File: src/rtl/vx_pkg.sv
package vx_pkg;

  typedef enum logic [1:0] {
    ST_IDLE = 2'd0,
    ST_WAIT = 2'd1,
    ST_EMIT = 2'd2
  } vx_state_e;

endpackage

File: src/rtl/vx_tag_lookup.sv
module vx_tag_lookup #(
  parameter int NUM_REGS = 32,
  parameter int REG_W    = 5,
  parameter int MAX_VL   = 16,
  parameter int VL_W     = 5
) (
  input  logic [REG_W-1:0]    rd,
  input  logic [REG_W-1:0]    rs1,
  input  logic [REG_W-1:0]    rs2,
  input  logic [NUM_REGS-1:0] vec_tag,
  input  logic [VL_W-1:0]     vl,
  output logic                t_rd,
  output logic                t_rs1,
  output logic                t_rs2,
  output logic                is_vec,
  output logic [MAX_VL-1:0]   vl_mask
);

  localparam logic [VL_W-1:0] VL_CAP = VL_W'(MAX_VL);

  logic [VL_W-1:0] eff_vl;

  assign eff_vl = (vl > VL_CAP) ? VL_CAP : vl;
  assign t_rd   = vec_tag[rd];
  assign t_rs1  = vec_tag[rs1];
  assign t_rs2  = vec_tag[rs2];
  assign is_vec = (eff_vl > VL_W'(1)) && (t_rd || t_rs1 || t_rs2);

  for (genvar i = 0; i < MAX_VL; i++) begin : g_vlm
    assign vl_mask[i] = (VL_W'(i) < eff_vl);
  end

endmodule

File: src/rtl/vx_find_next.sv
module vx_find_next #(
  parameter int N    = 16,
  parameter int IDXW = 4
) (
  input  logic [N-1:0]    mask,
  input  logic [IDXW-1:0] from,
  input  logic            incl,
  output logic            found,
  output logic [IDXW-1:0] pos
);

  logic [N-1:0] cand;

  for (genvar i = 0; i < N; i++) begin : g_cand
    assign cand[i] = mask[i] && (incl || (IDXW'(i) > from));
  end

  always_comb begin
    found = 1'b0;
    pos   = '0;
    for (int i = N - 1; i >= 0; i--) begin
      if (cand[i]) begin
        found = 1'b1;
        pos   = IDXW'(i);
      end
    end
  end

endmodule

File: src/rtl/vx_elem_build.sv
module vx_elem_build #(
  parameter int REG_W = 5,
  parameter int IDXW  = 4
) (
  input  logic [REG_W-1:0] b_rd,
  input  logic [REG_W-1:0] b_rs1,
  input  logic [REG_W-1:0] b_rs2,
  input  logic             t_rd,
  input  logic             t_rs1,
  input  logic             t_rs2,
  input  logic [IDXW-1:0]  idx,
  output logic [REG_W-1:0] e_rd,
  output logic [REG_W-1:0] e_rs1,
  output logic [REG_W-1:0] e_rs2
);

  logic [REG_W-1:0] step;

  assign step  = REG_W'(idx);
  assign e_rd  = t_rd  ? (b_rd  + step) : b_rd;
  assign e_rs1 = t_rs1 ? (b_rs1 + step) : b_rs1;
  assign e_rs2 = t_rs2 ? (b_rs2 + step) : b_rs2;

endmodule

File: src/rtl/vec_elem_expander.sv
module vec_elem_expander
  import vx_pkg::*;
#(
  parameter int NUM_REGS = 32,
  parameter int REG_W    = $clog2(NUM_REGS),
  parameter int MAX_VL   = 16,
  parameter int VL_W     = $clog2(MAX_VL + 1),
  parameter int OP_W     = 12
) (
  input  logic                clk,
  input  logic                rst,
  input  logic                in_valid,
  output logic                in_ready,
  input  logic [OP_W-1:0]     in_op,
  input  logic [REG_W-1:0]    in_rd,
  input  logic [REG_W-1:0]    in_rs1,
  input  logic [REG_W-1:0]    in_rs2,
  input  logic [NUM_REGS-1:0] vec_tag,
  input  logic [VL_W-1:0]     vl,
  input  logic [MAX_VL-1:0]   pred_mask,
  input  logic                pred_rdy,
  output logic                out_valid,
  input  logic                out_ready,
  output logic [OP_W-1:0]     out_op,
  output logic [REG_W-1:0]    out_rd,
  output logic [REG_W-1:0]    out_rs1,
  output logic [REG_W-1:0]    out_rs2,
  output logic                pc_adv
);

  localparam int IDXW = (MAX_VL > 1) ? $clog2(MAX_VL) : 1;

  vx_state_e state;

  // captured instruction
  logic [OP_W-1:0]   b_op;
  logic [REG_W-1:0]  b_rd, b_rs1, b_rs2;
  logic              b_trd, b_trs1, b_trs2;
  logic [MAX_VL-1:0] b_vlmask;
  logic [MAX_VL-1:0] b_mask;
  logic [IDXW-1:0]   cur_idx;

  // registered outputs
  logic              o_valid;
  logic [OP_W-1:0]   o_op;
  logic [REG_W-1:0]  o_rd, o_rs1, o_rs2;
  logic              o_adv;

  // lookup of incoming instruction
  logic              l_trd, l_trs1, l_trs2, l_vec;
  logic [MAX_VL-1:0] l_vlmask;

  vx_tag_lookup #(
    .NUM_REGS (NUM_REGS),
    .REG_W    (REG_W),
    .MAX_VL   (MAX_VL),
    .VL_W     (VL_W)
  ) u_lookup (
    .rd      (in_rd),
    .rs1     (in_rs1),
    .rs2     (in_rs2),
    .vec_tag (vec_tag),
    .vl      (vl),
    .t_rd    (l_trd),
    .t_rs1   (l_trs1),
    .t_rs2   (l_trs2),
    .is_vec  (l_vec),
    .vl_mask (l_vlmask)
  );

  // first enabled element of the mask being captured
  logic [MAX_VL-1:0] live_mask;
  logic              first_found;
  logic [IDXW-1:0]   first_pos;

  assign live_mask = pred_mask & b_vlmask;

  vx_find_next #(
    .N    (MAX_VL),
    .IDXW (IDXW)
  ) u_first (
    .mask  (live_mask),
    .from  ('0),
    .incl  (1'b1),
    .found (first_found),
    .pos   (first_pos)
  );

  // next enabled element after the current one
  logic            next_found;
  logic [IDXW-1:0] next_pos;

  vx_find_next #(
    .N    (MAX_VL),
    .IDXW (IDXW)
  ) u_next (
    .mask  (b_mask),
    .from  (cur_idx),
    .incl  (1'b0),
    .found (next_found),
    .pos   (next_pos)
  );

  // element register numbers for the index about to be loaded
  logic [IDXW-1:0]  bld_idx;
  logic [REG_W-1:0] e_rd, e_rs1, e_rs2;

  assign bld_idx = (state == ST_WAIT) ? first_pos : next_pos;

  vx_elem_build #(
    .REG_W (REG_W),
    .IDXW  (IDXW)
  ) u_build (
    .b_rd  (b_rd),
    .b_rs1 (b_rs1),
    .b_rs2 (b_rs2),
    .t_rd  (b_trd),
    .t_rs1 (b_trs1),
    .t_rs2 (b_trs2),
    .idx   (bld_idx),
    .e_rd  (e_rd),
    .e_rs1 (e_rs1),
    .e_rs2 (e_rs2)
  );

  assign in_ready = (state == ST_IDLE);

  // control and datapath
  always_ff @(posedge clk) begin
    if (rst) begin
      state    <= ST_IDLE;
      b_op     <= '0;
      b_rd     <= '0;
      b_rs1    <= '0;
      b_rs2    <= '0;
      b_trd    <= 1'b0;
      b_trs1   <= 1'b0;
      b_trs2   <= 1'b0;
      b_vlmask <= '0;
      b_mask   <= '0;
      cur_idx  <= '0;
      o_valid  <= 1'b0;
      o_op     <= '0;
      o_rd     <= '0;
      o_rs1    <= '0;
      o_rs2    <= '0;
      o_adv    <= 1'b0;
    end else begin
      o_adv <= 1'b0;
      unique case (state)
        ST_IDLE: begin
          if (in_valid) begin
            b_op   <= in_op;
            b_rd   <= in_rd;
            b_rs1  <= in_rs1;
            b_rs2  <= in_rs2;
            b_trd  <= l_trd;
            b_trs1 <= l_trs1;
            b_trs2 <= l_trs2;
            if (l_vec) begin
              b_vlmask <= l_vlmask;
              state    <= ST_WAIT;
            end else begin
              // single pass-through element at index zero
              b_vlmask <= MAX_VL'(1);
              b_mask   <= MAX_VL'(1);
              cur_idx  <= '0;
              o_valid  <= 1'b1;
              o_op     <= in_op;
              o_rd     <= in_rd;
              o_rs1    <= in_rs1;
              o_rs2    <= in_rs2;
              state    <= ST_EMIT;
            end
          end
        end
        ST_WAIT: begin
          if (pred_rdy) begin
            b_mask <= live_mask;
            if (first_found) begin
              cur_idx <= first_pos;
              o_valid <= 1'b1;
              o_op    <= b_op;
              o_rd    <= e_rd;
              o_rs1   <= e_rs1;
              o_rs2   <= e_rs2;
              state   <= ST_EMIT;
            end else begin
              o_adv <= 1'b1;
              state <= ST_IDLE;
            end
          end
        end
        ST_EMIT: begin
          if (out_ready) begin
            if (next_found) begin
              cur_idx <= next_pos;
              o_rd    <= e_rd;
              o_rs1   <= e_rs1;
              o_rs2   <= e_rs2;
            end else begin
              o_valid <= 1'b0;
              o_adv   <= 1'b1;
              state   <= ST_IDLE;
            end
          end
        end
        default: state <= ST_IDLE;
      endcase
    end
  end

  assign out_valid = o_valid;
  assign out_op    = o_op;
  assign out_rd    = o_rd;
  assign out_rs1   = o_rs1;
  assign out_rs2   = o_rs2;
  assign pc_adv    = o_adv;

  // checks beside the logic they guard
  AST_HOLD_STALL: assert property (@(posedge clk) disable iff (rst)
    (out_valid && !out_ready) |=> (out_valid && $stable(out_op) && $stable(out_rd)
                                   && $stable(out_rs1) && $stable(out_rs2)));

  AST_NO_PUSH_WAITING: assert property (@(posedge clk) disable iff (rst)
    (state == ST_WAIT) |-> !out_valid);

  AST_ADV_PULSE: assert property (@(posedge clk) disable iff (rst)
    pc_adv |=> !pc_adv);

  AST_ADV_IDLE: assert property (@(posedge clk) disable iff (rst)
    pc_adv |-> (in_ready && !out_valid));

  AST_ELEM_ENABLED: assert property (@(posedge clk) disable iff (rst)
    out_valid |-> b_mask[cur_idx]);

  AST_ELEM_IN_VL: assert property (@(posedge clk) disable iff (rst)
    out_valid |-> b_vlmask[cur_idx]);

  AST_MASK_FROZEN: assert property (@(posedge clk) disable iff (rst)
    (state == ST_EMIT && $past(state == ST_EMIT)) |-> $stable(b_mask));

endmodule

File: config.mk
export PLATFORM = sky130hd
export DESIGN_NAME = vec_elem_expander
export DESIGN_NICKNAME = d
export VERILOG_FILES = /design/src/rtl/vx_pkg.sv /design/src/rtl/vx_tag_lookup.sv /design/src/rtl/vx_find_next.sv /design/src/rtl/vx_elem_build.sv /design/src/rtl/vec_elem_expander.sv
export SDC_FILE = /design/constraint.sdc
export NUM_CORES = 1
export LEC_CHECK = 0
export CAP_MARGIN = 20
export CORE_ASPECT_RATIO = 0.6
export CORE_MARGIN = 1.5
export CORE_UTILIZATION = 60
export CTS_BUF_LIST = sky130_fd_sc_hd__clkbuf_8
export DETAILED_ROUTE_END_ITERATION = 10
export DONT_BUFFER_PORTS = 1
export PLACE_DENSITY = 0.87
export SLEW_MARGIN = 20
export SYNTH_ARGS = -nofsm -noshare
export SYNTH_HDL_FRONTEND = slang
export SYNTH_HIERARCHICAL = 1
export SYNTH_SLANG_ARGS = --single-unit
File: constraint.sdc
create_clock -name clk -period 5 [get_ports clk]
set_input_delay 0.5 -clock clk [delete_from_list [all_inputs] [get_ports clk]]
set_output_delay 0.5 -clock clk [all_outputs]
set_load 0.05 [all_outputs]
==> impl_metrics.env, run 1 <==
export IMPL_design_die_area_mm2=0.0121
export IMPL_hold_violations=0
export IMPL_synth_edf_count=0
export IMPL_slew_violations=0
export IMPL_antenna_cells=0
export IMPL_period_share_pct=74.4
export IMPL_num_io_pins=115
export IMPL_cts_sinks=97
export IMPL_fillerInstances=920
export IMPL_cts_made_buffers=9
export IMPL_setup_tns_ps=0
export IMPL_clk_path_buf_depth=2
export IMPL_grt_pass1_wl_um=29700
export IMPL_drtIter0Drc=765
export IMPL_vias_per_cell=6.72
export IMPL_setup_ws_ps=1280
export IMPL_slowest_delay_ps=610
export IMPL_die_w_um=141
export IMPL_core_area_mm2=0.0108
export IMPL_gp_congestion=0.934
export IMPL_yosys_register_bits=97
export IMPL_setup_violations=0
export IMPL_antenna_found_initial=0
export IMPL_path_cells="nand2b_1, nor2_1, o21ai_1, or3_1, and2_1, mux2_2, ha_1, and3b_1, a311oi_1, o211ai_1, mux2i_1, a211oi_2"
export IMPL_clk_latency_ps=400
export IMPL_relSlewSlack_pct=29.9
export IMPL_wire_per_inst_um=20.5
export IMPL_p_leak_nw=2.58
export IMPL_critPathLaunchType="flop"
export IMPL_synth_async_reset_ratio_pct=0
export IMPL_regArea_mm2=0.00194
export IMPL_critical_path_top_delay_family="simple AND/OR/NAND/NOR gates"
export IMPL_start_util_pct=63.1
export IMPL_rsz0062_at_grt="no"
export IMPL_drive_gt1_share_pct=9.17
export IMPL_path_class="reg -> reg"
export IMPL_crit_arrival_ps=3990
export IMPL_path_buf_inv=0
export IMPL_hpwl_um=14100
export IMPL_post_cts_buffers=0
export IMPL_clk_pin_slew_worst_paths_ps=110
export IMPL_num_rows=29
export IMPL_critPathMaxFanout=12
export IMPL_worstMarginPinSlew_ps=1050
export IMPL_vias=6286
export IMPL_area_growth_pct=2.05
export IMPL_final_net_count=897
export IMPL_period_needed_ps=3720
export IMPL_synth_main_ff_cell="dfxtp_1"
export IMPL_grt_max_degree=98
export IMPL_grtUsageTotal_pct=31.3
export IMPL_endpoint_kind="flop"
export IMPL_avgSynthCellArea_um2=8.42
export IMPL_cp_slowest_cell="dfxtp_1"
export IMPL_max_freq_mhz=269
export IMPL_routed_wl_um=19200
export IMPL_die_h_um=85.7
export IMPL_fin_skew_ps=21.2
export IMPL_maxCapViolations=0
export IMPL_ctsResizeCount=0
export IMPL_cts_hold_buf=0
export IMPL_yosysWarningCount=6
export IMPL_htreeDepth=3
export IMPL_crit_required_ps=5260
export IMPL_pre_cts_ws_ps=1180
export IMPL_cts_tree="yes"
export IMPL_route_detailed_drc=0
export IMPL_multiInputGateArea_mm2=0.00456
export IMPL_status="finished, final reports clean"
export IMPL_power_mw=3.25
export IMPL_p_per_area_mw_per_mm2=466
export IMPL_ys_seq_area_share_pct=28.4
export IMPL_cts_root_buf="clkbuf_8"
export IMPL_dr_pass1_iters=7
export IMPL_vdd_drop_max_uv=252
export IMPL_overflow=0
export IMPL_grt_pass1_vias=5881
export IMPL_antenna_left=0
export IMPL_synth_distinct_cells=72
export IMPL_hold_path_class="in -> reg"
export IMPL_synthesis_instances=813
export IMPL_port_buffers=0
export IMPL_fin_util_pct=64.4
export IMPL_syn_area_mm2=0.00684
## cells in the mapped netlist, types with 6 or more instances
| cell type | instances | area [um2] |
|---|---|---|
| o21ai_2 | 6 | 52.6 |
| o21ai_0 | 27 | 135 |
| nand4_1 | 7 | 43.8 |
| nand2b_1 | 17 | 106 |
| ha_1 | 18 | 225 |
| a211oi_2 | 6 | 75.1 |
| nand3_1 | 24 | 120 |
| nor2b_1 | 11 | 68.8 |
| buf_6 | 12 | 135 |
| o21ai_1 | 10 | 50.1 |
| nor2_1 | 57 | 214 |
| mux4_1 | 8 | 210 |
| inv_1 | 20 | 75.1 |
| buf_2 | 11 | 55.1 |
| mux2i_1 | 47 | 470 |
| dfxtp_1 | 97 | 1940 |
| a211oi_1 | 23 | 173 |
| a22oi_1 | 20 | 150 |
| clkbuf_1 | 29 | 109 |
| mux2_2 | 16 | 180 |
| a21oi_1 | 84 | 420 |
| and2_1 | 19 | 119 |
| o21bai_1 | 6 | 45.0 |
| mux4_2 | 9 | 203 |
| a22o_1 | 6 | 52.6 |
| nand2_1 | 110 | 413 |
| a31oi_1 | 8 | 50.1 |
## placed cells by master (no fill, tap or decap), drive strengths merged, types with 5 or more instances in the layout
cell    instances
o21ai          43
a211oi         29
mux2           16
conb           26
o21bai          6
nand3b          5
nand4b          5
clkbuf          9
and2           20
mux2i          47
a21oi          86
o211a           5
a31oi           8
a22oi          20
nor2b          11
ha             18
nand4           7
inv            24
nor2           58
nand3          24
dfxtp          97
nand2b         17
nor3            5
a22o            6
o21a            5
mux4           17
nand2         110
## sequential cells by signal, indices dropped and copies added, names as in the netlist, 2 cells and up
| register | cells |
|---|---|
| b_op | 12 |
| b_rd | 5 |
| out_rd | 5 |
| b_rs1 | 5 |
| out_rs1 | 5 |
| out_rs2 | 5 |
| state | 2 |
| cur_idx | 4 |
| b_rs2 | 5 |
| b_vlmask | 16 |
| b_mask | 16 |
| out_op | 12 |
## worst register-to-register path: stages (launching register included)
cell and delay (ps):
dfxtp_1 610, nand2b_1 290, nor2_1 270, o21ai_1 140
or3_1 370, and2_1 180, mux2_2 350, ha_1 380
and3b_1 190, a311oi_1 240, o211ai_1 170, mux2i_1 300
a211oi_2 120
## cell families after synthesis
family | count (synthesis) | share of synthesized area, %
buffers and inverters | 80 | 6.34
flip-flops | 97 | 28.4
other | 2 | 0.110
multiplexers | 80 | 15.5
AO/OA/AOI/OAI | 235 | 22.7
AND/OR/NAND/NOR | 292 | 22.0
XOR/XNOR | 6 | 0.768
adder cells (fa/ha/maj) | 21 | 4.17
## routing by layer
layer | part of all wire, % | GRT usage (%) | wire length, um
met1 | 43 | 43.9 | 8320
met2 | 42 | 45.9 | 7960
met3 | 13 | 10.8 | 2480
met4 | 2.2 | 8.43 | 415
met5 | 0 | 0 | 0
## cell type report
cell class | instances | area share [%]
clock buffer | 9 | 1.77
sequential | 97 | 27.8
timing repair buffer | 3 | 0.376
tap | 139 | 2.49
clock inverter | 7 | 1.13
multi-input combinational | 660 | 65.4
inverter | 20 | 1.07
## path summary, 6_finish.rpt
kind / cells past startpoint / slack, ps / endpoint / start
min reg2reg: 2 / 460 / b_op[0]$_SDFFE_PP0P_ / b_op[0]$_SDFFE_PP0P_
min: 1 / 170 / out_op[1]$_SDFFE_PP0P_ / rst
max: 12 / 1280 / out_rs1[3]$_SDFFE_PP0P_ / cur_idx[3]$_SDFFE_PP0P_
max reg2reg: 12 / 1280 / out_rs1[3]$_SDFFE_PP0P_ / cur_idx[3]$_SDFFE_PP0P_
## through the flow
| step | hold slack [ps] | std cells | instance area, um2 |
|---|---|---|---|
| after floorplan | 431 | 837 | 6930 |
| after global placement | 435 | 918 | 6760 |
| after detailed placement | 449 | 918 | 6760 |
| after CTS | 161 | 934 | 6970 |
| after global routing | 160 | 935 | 6980 |
| final | 166 | 935 | 6980 |
## where the power goes
group	total, mW	switching [mW]	internal, mW
clock network	0.534	0.333	0.201
logic	1.30	0.802	0.499
registers	1.42	0.475	0.942
total	3.25	1.61	1.64
(Power assumes the default switching activity.)
==> run 2, diff against run 1 <==
Settings changed: PLACE_DENSITY 0.87 to 0.9.
Clock period 5 ns to 3.4 ns, I/O delays scaled along.
==> impl_metrics.env, run 2 (same netlist as run 1, synthesis figures left out) <==
export IMPL_status="finished, final reports clean"
export IMPL_setup_ws_ps=125
export IMPL_routed_wl_um=18400
export IMPL_drive_gt1_share_pct=11.9
export IMPL_worst_path_stages=13
export IMPL_cp_slowest_cell="dfxtp_4"
export IMPL_swShare_pct=48.7
export IMPL_p_int_mw=2.44
export IMPL_gp_congestion=0.968
export IMPL_period_needed_ps=3280
export IMPL_num_rows=29
export IMPL_critical_path_top_delay_family="compound AO/OA/AOI/OAI gates"
export IMPL_slew_violations=0
export IMPL_grtUsageMet3_pct=11.1
export IMPL_critPathLaunchType="flop"
export IMPL_seqPwrFrac_pct=43.4
export IMPL_relSlewSlack_pct=28.7
export IMPL_top_usage_layer="met1"
export IMPL_critPathMaxFanout=12
export IMPL_cts_root_buf="clkbuf_8"
export IMPL_timing_rr_start="cur_idx[1]$_SDFFE_PP0P_"
export IMPL_dr_pass1_iters=5
export IMPL_port_buffers=0
export IMPL_htreeDepth=3
export IMPL_multiInputGateArea_mm2=0.00463
export IMPL_cts_made_buffers=9
export IMPL_post_cts_buffers=0
export IMPL_period_share_pct=96.3
export IMPL_slowest_delay_ps=410
export IMPL_maxCapViolations=0
export IMPL_fin_skew_ps=9.62
export IMPL_regArea_mm2=0.00195
export IMPL_final_common_cell="nand2_1"
export IMPL_grt_util_met2_pct=42.9
export IMPL_p_leak_nw=2.64
export IMPL_pre_cts_ws_ps=21.8
export IMPL_p_comb_share_pct=41.1
export IMPL_clkPwrFrac_pct=15.5
export IMPL_critical_path_most_common_cell="a21oi_1"
export IMPL_endpoint="out_rs1[4]$_SDFFE_PP0P_"
export IMPL_design_die_area_mm2=0.0121
export IMPL_num_io_pins=115
export IMPL_vias_per_cell=6.60
export IMPL_vias=6248
export IMPL_endpoint_kind="flop"
export IMPL_hp_start="rst"
export IMPL_die_w_um=141
export IMPL_antenna_left=0
export IMPL_clk_path_buf_depth=2
export IMPL_grt_max_degree=98
export IMPL_antenna_cells=0
export IMPL_grt_use_met1_pct=43.5
export IMPL_layout_common_cells="nand2_1, dfxtp_1, a21oi_1, nor2_1, mux2i_1"
export IMPL_die_h_um=85.7
export IMPL_wire_per_inst_um=19.5
export IMPL_cp_startpoint="cur_idx[1]$_SDFFE_PP0P_"
export IMPL_hold_violations=0
export IMPL_hold_worst_slack_ps=29.2
export IMPL_timing_rr_end="out_rs1[4]$_SDFFE_PP0P_"
export IMPL_worstMarginPinSlew_ps=1070
export IMPL_path_cells="a21oi_1, o21ai_0, a311o_1, a31oi_2, mux2_4, ha_1, inv_1, fa_1, nand2b_1, a21oi_1, xor2_1, mux2i_1, a211oi_1"
export IMPL_rrSetupSlack_ps=120
export IMPL_path_class="reg -> reg"
export IMPL_route_detailed_drc=0
export IMPL_vdd_drop_max_uv=512
export IMPL_crit_required_ps=3690
export IMPL_p_sw_mw=2.32
export IMPL_hold_path_class="in -> reg"
export IMPL_grt_pass1_wl_um=29200
export IMPL_fillerInstances=875
export IMPL_clk_pin_slew_worst_paths_ps=100
export IMPL_core_area_mm2=0.0108
export IMPL_p_per_area_mw_per_mm2=668
export IMPL_grt_pass1_vias=5684
export IMPL_grtUsageTotal_pct=30.2
export IMPL_overflow=0
export IMPL_hpwl_um=13500
export IMPL_max_freq_mhz=305
export IMPL_cts_sinks=97
export IMPL_antenna_found_initial=0
export IMPL_worstRegToRegCells=13
export IMPL_drtIter0Drc=815
export IMPL_fin_util_pct=65.6
export IMPL_cts_tree="yes"
export IMPL_clk_latency_ps=370
export IMPL_reg_top3="b_mask x16, b_vlmask x16"
export IMPL_area_growth_pct=4.04
export IMPL_path_buf_inv=1
export IMPL_setup_violations=0
export IMPL_final_net_count=908
export IMPL_start_util_pct=63.1
export IMPL_crit_arrival_ps=3560
run 2: how the worst min path moves through the flow:
stage / endpoint / slack (ps) / cells past startpoint
after floorplan: b_mask[7]$_SDFFE_PP0P_ / 430 / 2
after global placement: out_op[1]$_SDFFE_PP0P_ / 420 / 1
after detailed placement: out_op[0]$_SDFFE_PP0P_ / 420 / 1
after CTS: out_op[0]$_SDFFE_PP0P_ / 20 / 1
after global routing: out_op[0]$_SDFFE_PP0P_ / 1 / 1
final: out_op[0]$_SDFFE_PP0P_ / 30 / 1
run 2: layout make-up:
| class | count | share of cell area, % |
|---|---|---|
| inverter | 20 | 1.05 |
| clock inverter | 7 | 0.826 |
| multi-input combinational | 660 | 65.0 |
| tap | 139 | 2.44 |
| timing repair buffer | 14 | 1.51 |
| sequential | 97 | 27.4 |
| clock buffer | 9 | 1.74 |
run 2: worst reg2reg max path, cell delays in order (launching register included):
cell	delay, ps
dfxtp_4	410
a21oi_1	250
o21ai_0	170
a311o_1	390
a31oi_2	230
mux2_4	220
ha_1	170
inv_1	60
fa_1	410
nand2b_1	170
a21oi_1	160
xor2_1	200
mux2i_1	110
a211oi_1	250
run 2: metrics by stage:
stage	std cells	setup TNS [ps]	power (mW)	cell area, um2
finish	946	0	4.76	7120
global route	946	-1.04	5.01	7120
CTS	945	0	4.69	7040
detailed placement	929	0	3.96	6850
global placement	929	0	3.90	6850
floorplan	837	0	3.62	6930
run 2: repair_timing:
action                     in CTS  in global routing
pin swaps                       0                  2
gates resized for setup         2                 17
hold endpoints to repair        0                  9
setup endpoints to repair       1                 11
cloned                          0                  0
hold buffers                    0                  1
run 2: per-layer routing:
metal / up-vias / wire, um
met4: 0 / 176
met3: 18 / 2360
met5: - / 0
met2: 394 / 7560
met1: 2916 / 8340
li1: 2920 / -
run 2: power by group through the flow:
stage	logic [mW]	registers [mW]	clock network, mW
6_report	1.96	2.07	0.739
5_1_grt	2.12	2.10	0.797
4_1_cts	1.88	2.06	0.749
3_5_place_dp	1.87	2.09	0
3_3_place_gp	1.82	2.08	0
2_1_floorplan	1.60	2.02	0
